File: src/rtl/irqc_pkg.sv
// Shared constants for the dual-target interrupt controller.
// Assumes byte addressing with 32-bit registers on 4-byte steps.
package irqc_pkg;
    localparam int SRC_W   = 32;
    localparam int ADDR_W  = 5;
    localparam int IDX_W   = $clog2(SRC_W);
    localparam int TGT_STRIDE = 8;   // cause and mask per target
    localparam int IDX_BASE   = 16;  // index registers after all pairs

    function automatic int cause_off(int t);
        return t * TGT_STRIDE;
    endfunction

    function automatic int mask_off(int t);
        return t * TGT_STRIDE + 4;
    endfunction

    function automatic int idx_off(int t);
        return IDX_BASE + t * 4;
    endfunction
endpackage

File: src/rtl/irqc_target.sv
// Cause and mask state for one target.
// Cause bits latch level sources; write-one acknowledges clear them, and
// an active source wins over a simultaneous acknowledge.
// Assumes the sources are synchronous to clk.
module irqc_target #(
    parameter int W = 32
) (
    input  logic         clk,
    input  logic         rst_n,
    input  logic [W-1:0] src,
    input  logic         ack_we,
    input  logic [W-1:0] ack_data,
    input  logic         mask_we,
    input  logic [W-1:0] mask_data,
    output logic [W-1:0] cause,
    output logic [W-1:0] mask,
    output logic [W-1:0] pend
);
    logic [W-1:0] cause_d;

    // Next cause: drop acknowledged bits, then merge live sources.
    always_comb begin
        cause_d = cause;
        if (ack_we) cause_d = cause & ~ack_data;
        cause_d = cause_d | src;
    end

    // Cause register with synchronous reset.
    always_ff @(posedge clk) begin
        if (!rst_n) cause <= '0;
        else        cause <= cause_d;
    end

    // Mask register, whole-word replace on write.
    always_ff @(posedge clk) begin
        if (!rst_n)       mask <= '0;
        else if (mask_we) mask <= mask_data;
    end

    // Pending set seen by this target.
    always_comb pend = cause & mask;
endmodule

File: src/rtl/irqc_lowest.sv
// Finds the lowest set bit of a vector.
// Purely combinational; empty is high when no bit is set.
module irqc_lowest #(
    parameter int W     = 32,
    parameter int IDX_W = $clog2(W)
) (
    input  logic [W-1:0]     vec,
    output logic [IDX_W-1:0] idx,
    output logic             empty
);
    // Scan from the top so the lowest set bit is assigned last.
    always_comb begin
        idx = '0;
        for (int i = W - 1; i >= 0; i--) begin
            if (vec[i]) idx = IDX_W'(i);
        end
        empty = (vec == '0);
    end
endmodule

File: src/rtl/irq_dual_ctrl.sv
// Dual-target interrupt cause/mask controller.
// Presents the same level sources to NUM_TGT targets, each with its own
// cause, mask and lowest-pending index register.
// Assumes a synchronous register port with combinational read data.
module irq_dual_ctrl
    import irqc_pkg::*;
#(
    parameter int W       = SRC_W,
    parameter int AW      = ADDR_W,
    parameter int NUM_TGT = 2
) (
    input  logic               clk,
    input  logic               rst_n,
    input  logic [W-1:0]       src_i,
    input  logic               bus_we_i,
    input  logic [AW-1:0]      bus_addr_i,
    input  logic [W-1:0]       bus_wdata_i,
    output logic [W-1:0]       bus_rdata_o,
    output logic [NUM_TGT-1:0] irq_o
);
    localparam int IW = $clog2(W);

    logic [W-1:0]  cause_q [NUM_TGT];
    logic [W-1:0]  mask_q  [NUM_TGT];
    logic [W-1:0]  pend_w  [NUM_TGT];
    logic [IW-1:0] idx_w   [NUM_TGT];
    logic          empty_w [NUM_TGT];
    logic [NUM_TGT-1:0] hit_cause, hit_mask, hit_idx;

    for (genvar t = 0; t < NUM_TGT; t++) begin : g_tgt
        // Address decode for this target's registers.
        always_comb begin
            hit_cause[t] = (bus_addr_i == AW'(cause_off(t)));
            hit_mask[t]  = (bus_addr_i == AW'(mask_off(t)));
            hit_idx[t]   = (bus_addr_i == AW'(idx_off(t)));
        end

        irqc_target #(.W(W)) u_tgt (
            .clk       (clk),
            .rst_n     (rst_n),
            .src       (src_i),
            .ack_we    (bus_we_i && hit_cause[t]),
            .ack_data  (bus_wdata_i),
            .mask_we   (bus_we_i && hit_mask[t]),
            .mask_data (bus_wdata_i),
            .cause     (cause_q[t]),
            .mask      (mask_q[t]),
            .pend      (pend_w[t])
        );

        irqc_lowest #(.W(W), .IDX_W(IW)) u_low (
            .vec   (pend_w[t]),
            .idx   (idx_w[t]),
            .empty (empty_w[t])
        );

        // Request output from the pending set.
        always_comb irq_o[t] = !empty_w[t];
    end

    // Read multiplexer over all targets; unmapped addresses give zero.
    always_comb begin
        bus_rdata_o = '0;
        for (int t = 0; t < NUM_TGT; t++) begin
            if (hit_cause[t]) bus_rdata_o = cause_q[t];
            if (hit_mask[t])  bus_rdata_o = mask_q[t];
            if (hit_idx[t]) begin
                bus_rdata_o          = '0;
                bus_rdata_o[W-1]     = empty_w[t];
                bus_rdata_o[IW-1:0]  = idx_w[t];
            end
        end
    end
endmodule

File: config.mk
export PLATFORM = sky130hd
export DESIGN_NAME = irq_dual_ctrl
export DESIGN_NICKNAME = d
export VERILOG_FILES = /design/src/rtl/irqc_pkg.sv /design/src/rtl/irqc_target.sv /design/src/rtl/irqc_lowest.sv /design/src/rtl/irq_dual_ctrl.sv
export SDC_FILE = /design/constraint.sdc
export NUM_CORES = 1
export LEC_CHECK = 0
export BUFFER_PORTS_ARGS = -buffer_cell sky130_fd_sc_hd__buf_2
export CAP_MARGIN = 20
export CORE_UTILIZATION = 47
export CTS_BUF_LIST = sky130_fd_sc_hd__clkbuf_4
export CTS_CLUSTER_DIAMETER = 80
export CTS_CLUSTER_SIZE = 30
export DETAILED_ROUTE_END_ITERATION = 6
export GPL_ROUTABILITY_DRIVEN = 1
export GPL_TIMING_DRIVEN = 0
export PLACE_DENSITY = 0.68
export SLEW_MARGIN = 20
export SYNTH_ARGS = -nofsm -noshare
export SYNTH_HDL_FRONTEND = slang
export SYNTH_SLANG_ARGS = --single-unit
File: constraint.sdc
create_clock -name clk -period 1.49 [get_ports clk]
set_input_delay 0 -clock clk [delete_from_list [all_inputs] [get_ports clk]]
set_output_delay 0 -clock clk [all_outputs]
set_load 0.02 [all_outputs]
Yosys cells after proc, flatten, opt, wreduce, memory -nomap -nowiden

Index checks and enable logic that the tools add are counted.

Input port bits: 72
Latch bits: 0
Logic and storage cells: 97
Register bits after elaboration: 128
Memory bits (writable): 0
Bits in read-only memories: 0
Memories kept: 0

$mul: 0
Shifts and indexed selects: 0
$add $sub $neg: 0
Equality and inequality tests: 5
Muxes and demuxes: 72
$lt $le $gt $ge: 0
Div/mod/pow operators: 0
Reduce and logical (&&, ||, !) cells: 9
Bitwise gates (word level): 7

Operators with widths:

| kind                 | number |
|---|---|
| $mux W5              | 64 |
| $mux W32             | 8 |
| $and A32 B32 Y32     | 4 |
| $logic_not A32 Y1    | 2 |
| $or A32 B32 Y32      | 2 |
| $not A32 Y32         | 1 |
| $eq A5 B4 Y1 const B | 2 |
| $eq A5 B5 Y1 const B | 2 |
| $eq A5 B3 Y1 const B | 1 |
| $logic_not A5 Y1     | 1 |
| $logic_and A1 B1 Y1  | 4 |
| $logic_not A1 Y1     | 2 |

Longest topological paths before layout

Word-level depth: 37
Mapped depth: 7

By module

From an unflattened synthesis, not the netlist that was laid out.

Cells, all modules: 897
Area total of the unflattened synthesis: 7394.6 um^2

Modules (own cells, without submodules):

| module        | cells an instance | instances | sequential area each (um^2) | area each (um^2) |
|---|---|---|---|---|
| irqc_target   | 270               | 2         | 1281.2                      | 2605.0 |
| irq_dual_ctrl | 227               | 1         | 0.0                         | 1413.9 |
| irqc_lowest   | 65                | 2         | 0.0                         | 385.4 |

Worst setup path after synthesis

No wires, ideal clock.

Kind: register -> output
Start point: register g_tgt[0].u_tgt.cause[16]
End point: output port bus_rdata_o[2]
Arrival: 1.664 ns
Stages on the path, launching flop included: 7
Data required time: 1.490 ns
Path slack: -0.174 ns
Path buffers: 0
Cell sequence: dfxtp_1 a22oi_1 and2_1 o211ai_1 o21ai_0 a221oi_1 a221oi_1

Cells in the longest elaborated chain, start to end: 22

Ends and longest elaborated chain:

| item                   | RTL line            | text |
|---|---|---|
| from (decl)            | irqc_target.sv:15   | `output logic [W-1:0] cause,` |
| from (signal assigned) | irqc_target.sv:31   | `else cause <= cause_d;` |
| $and A32 B32 Y32       | irqc_target.sv:41   | `always_comb pend = cause & mask;` |
| $mux W5 (17 in series) | irqc_lowest.sv:15   | `if (vec[i]) idx = IDX_W'(i);` |
| $mux W32               | irq_dual_ctrl.sv:67 | `if (hit_idx[t]) begin` |
| $mux W32               | irq_dual_ctrl.sv:65 | `if (hit_cause[t]) bus_rdata_o = cause_q[t];` |
| $mux W32               | irq_dual_ctrl.sv:66 | `if (hit_mask[t]) bus_rdata_o = mask_q[t];` |
| $mux W32               | irq_dual_ctrl.sv:67 |  |
| to (decl)              | irq_dual_ctrl.sv:18 | `output logic [W-1:0] bus_rdata_o,` |

No other way between the ends.

Worst setup path in the final report

Start point: register g_tgt[0].u_tgt.cause[22]
End point: output port bus_rdata_o[2]

Cells in the longest elaborated chain, start to end: 28

Ends and longest elaborated chain:

| item                   | RTL line |
|---|---|
| $and A32 B32 Y32       | irqc_target.sv:41 |
| $mux W5 (23 in series) | irqc_lowest.sv:15 |
| $mux W32               | irq_dual_ctrl.sv:67 |
| $mux W32               | irq_dual_ctrl.sv:65 |
| $mux W32               | irq_dual_ctrl.sv:66 |
| $mux W32               | irq_dual_ctrl.sv:67 |

No other way between the ends.

==> summary.md <==
| Metric | Value |
|---|---|
| Run status | finished, violations left |
| Violated checks | setup timing |
| Routability congestion estimate from global placement | 0.912 |
| EDFF count, synth | 0 |
| Type of the most critical hold path | primary input to flip-flop |
| Post-Synth Simple-Gate Area | 0.264 |
| R2R setup slack | 0.32 ns |
| Placed standard-cell area | 7570 um2 |
| Max H-tree Level | 4 |
| Total number of clock tree sinks | 128 |
| Most frequent standard cell in the layout excluding fill and tap cells | sky130_fd_sc_hd__nand2_1 |
| Portion of netlist area occupied by mux cells | 0.0992 |
| Sequential fraction of design power | 0.505 |
| Final clock period utilization by the worst path | 1.51 |
| Routed vias/inst | 5.79 |
| NetSw | 2.04 mW |
| Final count of pins violating max slew | 0 |
| Setup repair after global routing missed its margin | true |
| Master cell of the clock root buffer | sky130_fd_sc_hd__clkbuf_4 |
| Number of top-level pins | 106 |
| Aggregate global-route resource usage | 0.309 |
| DR iter-0 viols | 599 |
| Maximum net fanout on the critical path | 3 |
| Area of the core | 14000 um2 |
| Initial antenna violation count | 0 |
| Logic depth of the worst register-to-register path | 3 |
| Drt total wl | 22600 um |
| Worst Hold Path Cells | 6 |
| Number of warnings reported in the yosys synthesis log | 0 |
| Bufs on Longest Clock Path | 2 |
| Class of the most critical setup path | flip-flop to output pin |
| Maximum number of pins on one net before global-route repair | 17 |
| Worst-case clock skew | 0 ns |
| DR vias | 7053 |
| Worst Setup SP | g_tgt[0].u_tgt.cause[22] |
| Type of destination of the critical path | output pin |
| Full die area | 15000 um2 |
| Total power | 7.43 mW |
| Per-cell routed wire length | 18.5 um |
| Post-layout nets | 1098 |
| Leak Pwr | 3.49 nW |
| Adder-Cell Fraction of Synth Area | 0 |
| Number of rows in the core area | 43 |
| Overall overflow remaining after global route | 0 |
| Final worst slack | -0.761 ns |
| Fraction of the core area covered by cells at the end of the flow | 0.664 |
| Area growth from synthesis to layout | 36.5% |
| Cell area after synthesis | 6810 um2 |
| DR pass1 iterations | 5 |
| Peak VDD IR | 1120 uV |
| Via count of the first global-routing pass | 6585 |
| Layout Cell Area excl Fill | 9290 um2 |
| Clock tree from TritonCTS | built |
| Gate count of the mapped netlist | 822 |
| DIE WIDTH | 122 um |
| Final setup viols | 34 |
| Data arrival time of the critical path | 2.25 ns |
| Main combinational cell family by area after synthesis | simple AND/OR/NAND/NOR gates |
| Req. time, crit path | 1.49 ns |
| Worst reg2reg endpoint | g_tgt[0].u_tgt.cause[0] |
| Flop and latch count out of synthesis | 128 |
| Category of the worst setup path launch point | flip-flop |
| Starting density of the core | 0.487 |
| Sw frac | 0.274 |
| Worst slew margin relative to its limit | 0.543 |
| Cell internal power dissipation | 5.39 mW |
| MaxCap Viol Count | 0 |
| Clock transition at the registers of the reported paths | 0.12 ns |
| Count of distinct cell types in the synthesized netlist | 48 |
| Global-route wire length before repair | 34800 um |
| Dpl hpwl | 15700 um |
| Antenna Violating Nets Remaining | 0 |
| Post-synthesis share of cell area spent on xor and xnor gates | 0 |
| TritonCTS buffer count | 17 |
| Final TNS setup | -11.41 ns |
| Die height | 122 um |
| Fraction of registers with async set/reset | 0 |
| Logic pwr share | 0.130 |
| Number of buffer cells added on primary ports | 104 |
| Antenna Diode Count | 0 |
| Worst setup endpoint | bus_rdata_o[2] |
| Minimum hold slack | 0.00451 ns |
| Post-synthesis net count | 894 |
| Reg-to-reg startpoint | g_tgt[0].u_tgt.cause[0] |
| Clock period minus worst slack | 2.25 ns |
| Highest achievable clock rate | 444 MHz |
| Leading cell types in the layout, fill and taps excluded | sky130_fd_sc_hd__nand2_1 (236), sky130_fd_sc_hd__buf_2 (94), sky130_fd_sc_hd__dfxtp_2 (77), sky130_fd_sc_hd__a21oi_1 (71), sky130_fd_sc_hd__dlygate4sd3_1 (68) |
| Post-synthesis compound-gate area fraction | 0.229 |
| Most common flop cell mapped by yosys | sky130_fd_sc_hd__dfxtp_1 |
| Actual transition at the worst max-transition pin | 0.680 ns |
| Post-route DRC | 0 |
| Avg Synthesized Cell Area | 8.28 um2 |
| Worst skew pair latency | 0.57 ns |
| Power Density | 800 nW/um2 |
| Sequential share of the synthesized area | 0.376 |
| Clock network fraction of total power | 0.365 |
| Share of post-route cells with drive strength above 1 | 0.350 |
| Endpoints failing hold | 0 |
## area by class of cell
cell class	instances	area (um2)
Inverter	2	7.51
Fill cell	1168	4700
Timing Repair Buffer	186	1480
Clock buffer	17	128
Buffer	45	203
Multi-Input combinational cell	646	4350
Sequential cell	128	2710
Clock inverter	15	194
Tap cell	180	225
## metrics by stage
| stage | instances | setup slack, ns |
|---|---|---|
| after floorplan | 822 | 0.0217 |
| after global placement | 1106 | -0.561 |
| after detailed placement | 1106 | -0.586 |
| after CTS | 1209 | -0.791 |
| after global routing | 1219 | -0.869 |
| final | 1219 | -0.761 |
## cells by family (layout without fill, tap and decap cells)
family                 after synthesis  after routing
buffers and inverters               48            265
flip-flops                         128            128
AO/OA/AOI/OAI                      229            229
AND/OR/NAND/NOR                    386            386
multiplexers                        31             31
## critical path: stages, from the launching register on
cell and delay [ns]:
sky130_fd_sc_hd__dfxtp_2 0.35, sky130_fd_sc_hd__a22o_1 0.26, sky130_fd_sc_hd__nand2b_4 0.16, sky130_fd_sc_hd__a311oi_2 0.25
sky130_fd_sc_hd__o21ai_1 0.12, sky130_fd_sc_hd__a221oi_2 0.28, sky130_fd_sc_hd__a221oi_2 0.08, sky130_fd_sc_hd__buf_4 0.19
## metal layers
layer | wire (um) | share of wire | up-vias | GRT usage
met5 | 0 | 0 | - | 0
met4 | 418 | 0.019 | 0 | 0.111
met3 | 1590 | 0.070 | 32 | 0.0553
met2 | 10500 | 0.46 | 298 | 0.486
met1 | 10100 | 0.45 | 3389 | 0.423
li1 | - | - | 3334 | -
## state kept, by name (all words and copies together) (netlist names)
register and cells:
g_tgt.u_tgt.mask 64, g_tgt.u_tgt.cause 64
## synthesized netlist by cell type, types with 4 or more instances
cell	number	area [um2]
sky130_fd_sc_hd__a31oi_1	5	31.3
sky130_fd_sc_hd__nand4_1	4	25.0
sky130_fd_sc_hd__o21ai_0	12	60.1
sky130_fd_sc_hd__a21boi_1	4	30.0
sky130_fd_sc_hd__a32oi_1	11	96.3
sky130_fd_sc_hd__nor2b_1	66	413
sky130_fd_sc_hd__buf_2	18	90.1
sky130_fd_sc_hd__nor3_1	5	25.0
sky130_fd_sc_hd__nand2_1	242	908
sky130_fd_sc_hd__a21boi_0	60	450
sky130_fd_sc_hd__a22o_1	7	61.3
sky130_fd_sc_hd__mux4_2	29	653
sky130_fd_sc_hd__a22oi_1	22	165
sky130_fd_sc_hd__nand2b_1	4	25.0
sky130_fd_sc_hd__and2_1	35	219
sky130_fd_sc_hd__dfxtp_1	128	2560
sky130_fd_sc_hd__a221oi_1	8	70.1
sky130_fd_sc_hd__a21oi_1	73	365
sky130_fd_sc_hd__o211ai_1	6	45.0
sky130_fd_sc_hd__nand3_1	6	30.0
sky130_fd_sc_hd__clkbuf_1	22	82.6
sky130_fd_sc_hd__nor2_1	12	45.0
## timing repair
item | CTS | global route
resized for setup | 127 | 112
endpoints found under the hold margin | 128 | 0
setup buffers | 3 | 11
pin swaps | 15 | 24
setup endpoints to repair | 34 | 52
hold buffers | 68 | 0
## how the worst min path moves through the flow
stage	slack, ns	endpoint	from
floorplan	0.13	g_tgt[1].u_tgt.mask[30]	bus_wdata_i[30]
global placement	0.25	g_tgt[0].u_tgt.cause[6]	src_i[6]
detailed placement	0.25	g_tgt[0].u_tgt.cause[8]	src_i[8]
CTS	-0.05	g_tgt[1].u_tgt.cause[31]	bus_addr_i[3]
global route	0.06	g_tgt[1].u_tgt.cause[31]	bus_addr_i[3]
finish	0.005	g_tgt[1].u_tgt.cause[31]	bus_addr_i[3]
## power groups by stage
stage	clock network (mW)	registers (mW)	logic, mW
final	2.71	3.75	0.968
after global routing	2.86	3.77	1.05
after CTS	2.74	3.75	0.897
after detailed placement	0	3.80	0.735
after global placement	0	3.80	0.731
after floorplan	0	3.73	0.448
Note: power is estimated with default switching activity, not from simulation.
